[src/rtl/spv_pkg.sv]
package spv_pkg;

  typedef enum logic [3:0] {
    OP_NONE, OP_LDCFG, OP_LDPROG, OP_LDDATA, OP_RDPROG, OP_RDDATA,
    OP_INC, OP_BEGEP, OP_BEGPO, OP_BULK1, OP_BULK2
  } opT;

  typedef enum logic [1:0] {ST_CMD, ST_LOAD, ST_READ, ST_SKIP} stateT;

  typedef struct packed {
    logic addrCfg;
    logic addrInc;
    logic loadShift;
    logic loadCommit;
    logic loadIsData;
    logic rdCapture;
    logic rdIsData;
    logic outShift;
    logic errInc;
  } strobeT;

  function automatic opT decodeCmd(input logic [5:0] c);
    casez (c)
      6'b??0000: return OP_LDCFG;
      6'b??0010: return OP_LDPROG;
      6'b??0011: return OP_LDDATA;
      6'b??0100: return OP_RDPROG;
      6'b??0101: return OP_RDDATA;
      6'b??0110: return OP_INC;
      6'b001000: return OP_BEGEP;
      6'b011000: return OP_BEGPO;
      6'b000001: return OP_BULK1;
      6'b000111: return OP_BULK2;
      default:   return OP_NONE;
    endcase
  endfunction

  function automatic logic hasFrame(input opT op);
    return (op == OP_LDCFG) || (op == OP_LDPROG) || (op == OP_LDDATA) ||
           (op == OP_RDPROG) || (op == OP_RDDATA);
  endfunction

endpackage

[src/rtl/spv_control.sv]
module spv_control
  import spv_pkg::*;
(
  input  logic   clk,
  input  logic   rstN,
  input  logic   modeActive,
  input  logic   serClk,
  input  logic   serDin,
  input  logic   busy,
  output strobeT stb,
  output logic   serBit,
  output logic   serOe,
  output logic   memRdReq,
  output logic   memWrReq,
  output logic   memIsData,
  output logic   progErase
);

  localparam int FRAME_LAST = 15;
  localparam int CMD_LAST   = 5;

  logic [2:0] clkSync;
  logic [1:0] dinSync;
  logic       riseEdge, fallEdge;

  stateT      stateQ;
  logic [4:0] bitCnt;
  logic [5:0] cmdShift, cmdNext;
  logic       loadedQ, loadedDataQ, frameDataQ;
  logic       oeQ, rdReqQ, rdCapQ, wrReqQ, memIsDataQ, eraseQ;
  logic       cmdDone, accept;
  opT         opNow;

  assign riseEdge = clkSync[1] & ~clkSync[2];
  assign fallEdge = ~clkSync[1] & clkSync[2];
  assign serBit   = dinSync[1];
  assign cmdNext  = {serBit, cmdShift[5:1]};
  assign opNow    = decodeCmd(cmdNext);
  assign cmdDone  = fallEdge && (stateQ == ST_CMD) && (bitCnt == 5'(CMD_LAST));
  assign accept   = cmdDone && !busy;

  always_comb begin
    stb            = '0;
    stb.addrCfg    = accept && (opNow == OP_LDCFG);
    stb.addrInc    = accept && (opNow == OP_INC);
    stb.loadShift  = fallEdge && (stateQ == ST_LOAD) &&
                     (bitCnt >= 5'd1) && (bitCnt <= 5'd14);
    stb.loadCommit = fallEdge && (stateQ == ST_LOAD) &&
                     (bitCnt == 5'(FRAME_LAST));
    stb.loadIsData = frameDataQ;
    stb.rdCapture  = rdCapQ;
    stb.rdIsData   = memIsDataQ;
    stb.outShift   = riseEdge && (stateQ == ST_READ) &&
                     (bitCnt >= 5'd2) && (bitCnt <= 5'd14);
    stb.errInc     = cmdDone && busy;
  end

  always_ff @(posedge clk) begin
    if (!rstN) begin
      clkSync     <= '0;
      dinSync     <= '0;
      stateQ      <= ST_CMD;
      bitCnt      <= '0;
      cmdShift    <= '0;
      loadedQ     <= 1'b0;
      loadedDataQ <= 1'b0;
      frameDataQ  <= 1'b0;
      oeQ         <= 1'b0;
      rdReqQ      <= 1'b0;
      rdCapQ      <= 1'b0;
      wrReqQ      <= 1'b0;
      memIsDataQ  <= 1'b0;
      eraseQ      <= 1'b0;
    end else begin
      clkSync <= {clkSync[1:0], serClk};
      dinSync <= {dinSync[0], serDin};
      rdReqQ  <= 1'b0;
      wrReqQ  <= 1'b0;
      rdCapQ  <= rdReqQ;
      if (!modeActive) begin
        stateQ   <= ST_CMD;
        bitCnt   <= '0;
        cmdShift <= '0;
        loadedQ  <= 1'b0;
        oeQ      <= 1'b0;
        rdCapQ   <= 1'b0;
      end else begin
        case (stateQ)
          ST_CMD: if (fallEdge) begin
            cmdShift <= cmdNext;
            if (bitCnt == 5'(CMD_LAST)) begin
              bitCnt <= '0;
              if (busy) begin
                if (hasFrame(opNow)) stateQ <= ST_SKIP;
              end else begin
                case (opNow)
                  OP_LDCFG, OP_LDPROG: begin
                    stateQ     <= ST_LOAD;
                    frameDataQ <= 1'b0;
                  end
                  OP_LDDATA: begin
                    stateQ     <= ST_LOAD;
                    frameDataQ <= 1'b1;
                  end
                  OP_RDPROG, OP_RDDATA: begin
                    stateQ     <= ST_READ;
                    rdReqQ     <= 1'b1;
                    memIsDataQ <= (opNow == OP_RDDATA);
                  end
                  OP_BEGEP, OP_BEGPO: if (loadedQ) begin
                    wrReqQ     <= 1'b1;
                    memIsDataQ <= loadedDataQ;
                    eraseQ     <= (opNow == OP_BEGEP);
                    loadedQ    <= 1'b0;
                  end
                  default: ;
                endcase
              end
            end else begin
              bitCnt <= bitCnt + 5'd1;
            end
          end
          ST_LOAD, ST_SKIP: if (fallEdge) begin
            if (bitCnt == 5'(FRAME_LAST)) begin
              bitCnt <= '0;
              stateQ <= ST_CMD;
              if (stateQ == ST_LOAD) begin
                loadedQ     <= 1'b1;
                loadedDataQ <= frameDataQ;
              end
            end else begin
              bitCnt <= bitCnt + 5'd1;
            end
          end
          ST_READ: begin
            if (riseEdge) begin
              bitCnt <= bitCnt + 5'd1;
              if (bitCnt == 5'd1) oeQ <= 1'b1;
              else if (bitCnt == 5'(FRAME_LAST)) oeQ <= 1'b0;
            end else if (fallEdge && bitCnt == 5'd16) begin
              bitCnt <= '0;
              stateQ <= ST_CMD;
            end
          end
          default: stateQ <= ST_CMD;
        endcase
      end
    end
  end

  assign serOe     = oeQ;
  assign memRdReq  = rdReqQ;
  assign memWrReq  = wrReqQ;
  assign memIsData = memIsDataQ;
  assign progErase = eraseQ;

endmodule

[src/rtl/spv_datapath.sv]
module spv_datapath
  import spv_pkg::*;
#(
  parameter int ADDR_W = 14,
  parameter int PAY_W  = 14,
  parameter int DATA_W = 8,
  parameter int ERR_W  = 8
) (
  input  logic              clk,
  input  logic              rstN,
  input  logic              modeActive,
  input  strobeT            stb,
  input  logic              serBit,
  input  logic              protProg,
  input  logic              protData,
  input  logic [PAY_W-1:0]  memRdData,
  output logic [ADDR_W-1:0] addr,
  output logic [PAY_W-1:0]  wrData,
  output logic              outBit,
  output logic [ERR_W-1:0]  errCount
);

  localparam logic [ADDR_W-1:0] CFG_BASE  = {1'b1, {(ADDR_W-1){1'b0}}};
  localparam logic [PAY_W-1:0]  DATA_MASK = {{(PAY_W-DATA_W){1'b0}}, {DATA_W{1'b1}}};

  logic [ADDR_W-1:0] addrQ;
  logic [PAY_W-1:0]  shiftIn, latchQ, rdShift, rdWord;
  logic [ERR_W-1:0]  errQ;
  logic              rdBlocked;

  assign rdBlocked = stb.rdIsData ? protData : (protProg & ~addrQ[ADDR_W-1]);
  assign rdWord    = rdBlocked ? '0 :
                     (stb.rdIsData ? (memRdData & DATA_MASK) : memRdData);

  always_ff @(posedge clk) begin
    if (!rstN || !modeActive) begin
      addrQ   <= '0;
      shiftIn <= '0;
      latchQ  <= '0;
      rdShift <= '0;
      errQ    <= '0;
    end else begin
      if (stb.addrCfg)
        addrQ <= CFG_BASE;
      else if (stb.addrInc)
        addrQ <= {addrQ[ADDR_W-1], addrQ[ADDR_W-2:0] + 1'b1};
      if (stb.loadShift)
        shiftIn <= {serBit, shiftIn[PAY_W-1:1]};
      if (stb.loadCommit)
        latchQ <= stb.loadIsData ? (shiftIn & DATA_MASK) : shiftIn;
      if (stb.rdCapture)
        rdShift <= rdWord;
      else if (stb.outShift)
        rdShift <= rdShift >> 1;
      if (stb.errInc && errQ != '1)
        errQ <= errQ + 1'b1;
    end
  end

  assign addr     = addrQ;
  assign wrData   = latchQ;
  assign outBit   = rdShift[0];
  assign errCount = errQ;

endmodule

[src/rtl/spv_target.sv]
module spv_target
  import spv_pkg::*;
#(
  parameter int ADDR_W = 14,
  parameter int PAY_W  = 14,
  parameter int DATA_W = 8,
  parameter int ERR_W  = 8
) (
  input  logic              clk,
  input  logic              rstN,
  input  logic              modeActive,
  input  logic              serClk,
  input  logic              serDin,
  output logic              serDout,
  output logic              serOe,
  input  logic              busy,
  input  logic              protProg,
  input  logic              protData,
  output logic [ADDR_W-1:0] memAddr,
  output logic              memIsData,
  output logic              memRdReq,
  input  logic [PAY_W-1:0]  memRdData,
  output logic              memWrReq,
  output logic [PAY_W-1:0]  memWrData,
  output logic              progErase,
  output logic [ERR_W-1:0]  errCount
);

  strobeT stb;
  logic   serBit, outBit, oe;

  spv_control u_ctrl (
    .clk(clk), .rstN(rstN), .modeActive(modeActive),
    .serClk(serClk), .serDin(serDin), .busy(busy),
    .stb(stb), .serBit(serBit), .serOe(oe),
    .memRdReq(memRdReq), .memWrReq(memWrReq),
    .memIsData(memIsData), .progErase(progErase)
  );

  spv_datapath #(.ADDR_W(ADDR_W), .PAY_W(PAY_W), .DATA_W(DATA_W), .ERR_W(ERR_W)) u_dp (
    .clk(clk), .rstN(rstN), .modeActive(modeActive),
    .stb(stb), .serBit(serBit),
    .protProg(protProg), .protData(protData), .memRdData(memRdData),
    .addr(memAddr), .wrData(memWrData), .outBit(outBit), .errCount(errCount)
  );

  assign serOe   = oe;
  assign serDout = oe & outBit;

endmodule

[config.mk]
export PLATFORM = sky130hd
export DESIGN_NAME = spv_target
export DESIGN_NICKNAME = d
export VERILOG_FILES = /design/src/rtl/spv_pkg.sv /design/src/rtl/spv_control.sv /design/src/rtl/spv_datapath.sv /design/src/rtl/spv_target.sv
export SDC_FILE = /design/constraint.sdc
export NUM_CORES = 1
export LEC_CHECK = 0
export ABC_AREA = 1
export BUFFER_PORTS_ARGS = -buffer_cell sky130_fd_sc_hd__buf_2
export CAP_MARGIN = 10
export CORE_UTILIZATION = 60
export DETAILED_ROUTE_END_ITERATION = 10
export PLACE_DENSITY = 0.83
export RECOVER_POWER = 25
export SYNTH_ARGS = -nofsm -noshare
export SYNTH_HDL_FRONTEND = slang
export SYNTH_HIERARCHICAL = 1
export SYNTH_SLANG_ARGS = --single-unit
[constraint.sdc]
create_clock -name clk -period 6.4 [get_ports clk]
set_input_delay 1.28 -clock clk [delete_from_list [all_inputs] [get_ports clk]]
set_output_delay 1.28 -clock clk [all_outputs]
set_load 0.01 [all_outputs]
==> impl_metrics.env <==
export IMPL_final_fill_count=608
export IMPL_cts_root_buffer="sky130_fd_sc_hd__clkbuf_8"
export IMPL_detailedRoute_firstIterationViolations=256
export IMPL_tritoncts_num_buffers=9
export IMPL_cp_start_kind="input port"
export IMPL_grt_antenna_before_repair=0
export IMPL_area_delta_synth_final_pct=11.6
export IMPL_mappedNetlistArea_um2=4300
export IMPL_grt_pass1_wl_um=15600
export IMPL_status="finished, final reports clean"
export IMPL_postSynth_asyncResetShare=0
export IMPL_synthMostInstantiatedCell="sky130_fd_sc_hd__nand2_1"
export IMPL_synth_adder_area_share=0.0233
export IMPL_min_period_over_period=0.488
export IMPL_rsz0062_at_grt="false"
export IMPL_die_width_um=86.6
export IMPL_finalMaxSlewViolations=0
export IMPL_class_of_the_most_critical_hold_timing_path="reg -> reg"
export IMPL_synth_commonest_cells="151 x sky130_fd_sc_hd__nand2_1, 90 x sky130_fd_sc_hd__dfxtp_1, 66 x sky130_fd_sc_hd__nor2_1"
export IMPL_ctsHoldBuffers=0
export IMPL_power_leakage_nw=2.07
export IMPL_io_pin_count=64
export IMPL_cts_repair_resize_count=0
export IMPL_setup_worst_path_start="rstN"
export IMPL_cts_tree="done"
export IMPL_initial_utilization=0.626
export IMPL_grt_overflow_total=0
export IMPL_yosysSeqAreaShare=0.419
export IMPL_drc=0
export IMPL_synth_simple_gate_area_frac=0.321
export IMPL_avgViaCountPerCell=5.28
export IMPL_setup_tns_final_ns=0
export IMPL_setup_violations_final=0
export IMPL_synth_compound_area_share=0.142
export IMPL_design_die_area_um2=7510
export IMPL_post_synth_top_area_cell="sky130_fd_sc_hd__dfxtp_1"
export IMPL_synth_warnings=6
export IMPL_layout_cell_share_with_drive_strength_beyond_1=0.167
export IMPL_maxCapViolations=0
export IMPL_netlist_area_leader_share=0.419
export IMPL_synthXorXnorAreaFrac=0
export IMPL_routability_congestion_estimate=0.866
export IMPL_clock_sinks=90
export IMPL_postRouteAntennaNets=0
export IMPL_dominantRegCellSynth="sky130_fd_sc_hd__dfxtp_1"
export IMPL_max_slew_worst_pin_slew_ns=0.943
export IMPL_place_ws_ns=3.12
export IMPL_dpl_hpwl_um=6680
export IMPL_critPathKind="in -> reg"
export IMPL_ctsHtreeMaxLevel=3
export IMPL_layout_min_cycle_time_ns=3.12
export IMPL_drt_pre_antenna_iters=5
export IMPL_syn_num_nets=645
export IMPL_slew_limit_headroom=0.370
export IMPL_register_bit_count_reported_by_yosys=90
export IMPL_wl_per_cell_um=12.1
export IMPL_crit_path_end_kind="flop"
export IMPL_diodes=0
export IMPL_routed_wirelength_um=9350
export IMPL_num_nets_final=701
export IMPL_timing_hold_violations_final=0
export IMPL_cts_clk_slew_worst_paths_ns=0.09
export IMPL_clock_tree_buffer_depth=2
export IMPL_syn_instance_count=615
export IMPL_overall_routing_resource_usage=0.262
export IMPL_die_h_um=86.6
export IMPL_post_synth_main_area_contributors="sky130_fd_sc_hd__dfxtp_1 42%, sky130_fd_sc_hd__nand2_1 13%, sky130_fd_sc_hd__a21oi_1 7.3%, sky130_fd_sc_hd__nor2_1 5.8%, sky130_fd_sc_hd__inv_1 5.4%"
export IMPL_placement_io_buffers=63
export IMPL_placement_rows=30
export IMPL_via_count_of_the_first_global_routing_pass=3673
export IMPL_yosys_cell_types_count=31
export IMPL_synth_top_family_by_area="simple AND/OR/NAND/NOR gates"
export IMPL_crit_path_max_fanout=30
export IMPL_hold_path_startpoint="u_ctrl/clkSync[0]"
export IMPL_critical_path_arrival_ns=3.41
export IMPL_postCtsSetupRepairBufs=0
export IMPL_clock_skew_final_ns=0.00752
export IMPL_synth_edf_count=0
export IMPL_maxClockFrequency_mhz=320
export IMPL_power_density_nw_per_um2=200
export IMPL_synth_area_mux_share=0.00262
export IMPL_timing_critical_path_required_ns=6.68
export IMPL_largest_net_degree_at_the_start_of_global_routing=31
export IMPL_avgSynthCellArea_um2=6.99
export IMPL_worst_slack_ns=3.28
export IMPL_detailroute_via_count=4080
export IMPL_clk_insertion_delay_late_ns=0.35
export IMPL_peakVddDrop_mv=0.136
export IMPL_r2r_start="u_ctrl/bitCnt[0]"
export IMPL_core_region_area_um2=6870
[worst max-delay path, stage by stage]
cell                       delay [ns]
sky130_fd_sc_hd__clkbuf_1        0.35
sky130_fd_sc_hd__nand2_1         0.66
sky130_fd_sc_hd__inv_1           0.74
sky130_fd_sc_hd__o21ai_0         0.19
sky130_fd_sc_hd__a31oi_1         0.18
[routing by layer]
layer	wire length [um]	global-route usage	part of all wire
met1	4170	0.321	0.45
met3	517	0.0562	0.055
met4	138	0.0894	0.015
met5	0	0	0
met2	4520	0.458	0.48
[cells in the final DEF (no fill, tap or decap), drive strengths merged, types with 2 or more instances in the layout]
master / synthesis / final
nand4: 9 / 9
dfxtp: 90 / 90
nand2: 166 / 166
nand3b: 3 / 3
clkbuf: 6 / 20
o21ai: 34 / 34
buf: 14 / 55
a31oi: 6 / 6
clkinv: 0 / 3
nor4: 2 / 2
o211ai: 8 / 8
nor2: 79 / 79
inv: 75 / 77
o21bai: 2 / 2
ha: 8 / 8
nand3: 35 / 35
a21oi: 63 / 63
nor3: 11 / 11
[cells by family after synthesis]
group	count (synthesis)
fa+ha+maj	8
simple gates	306
compound gates	115
flops	90
buf+inv	95
mux	1
[power by group]
part	internal (mW)	switching (mW)	leakage, nW
logic	0.0101	0.0221	1.25
clock network	0.157	0.210	0.0948
registers	0.561	0.00163	0.726
total	0.728	0.233	2.07
[sequential cells by signal, indices dropped and copies added, names as in the netlist]
register and count:
u_ctrl/loadedDataQ 1, u_dp/rdShift 14, u_ctrl/clkSync 3, u_dp/shiftIn 14, u_dp/addr 14, u_ctrl/memWrReq 1
u_ctrl/progErase 1, u_ctrl/memIsData 1, u_dp/errCount 8, u_ctrl/memRdReq 1, u_ctrl/cmdShift 5, u_ctrl/dinSync 2
u_dp/wrData 14, u_ctrl/serOe 1, u_ctrl/rdCapQ 1, u_ctrl/loadedQ 1, u_ctrl/bitCnt 5, u_ctrl/stateQ 2
u_ctrl/frameDataQ 1
[final timing paths]
check | slack [ns] | cells past startpoint | endpoint
worst max-delay path | 3.28 | 5 | u_dp/rdShift[11]
worst min-delay path | 0.42 | 2 | u_ctrl/clkSync[1]
worst max register to register | 3.76 | 10 | u_dp/wrData[12]
worst min register to register | 0.42 | 2 | u_ctrl/clkSync[1]
[layout make-up]
type	instances	area [um^2]	area share
clock buffers	10	138	0.0287
repair buffers	65	315	0.0657
clock inverters	6	50.0	0.0104
inverters	75	282	0.0587
well taps	96	120	0.0250
flip-flops and latches	90	1800	0.376
multi-input cells	430	2090	0.436
[per-stage QoR]
step	power (mW)	hold slack, ns	utilization	instance area (um^2)	instances
after CTS	0.971	0.423	0.702	4820	772
after global routing	0.997	0.443	0.698	4800	772
after global placement	0.607	0.393	0.675	4640	756
after detailed placement	0.608	0.401	0.675	4640	756
after floorplan	0.597	0.390	-	4300	615
final	0.961	0.419	0.698	4800	772
Power figures use the tool's default switching activity.
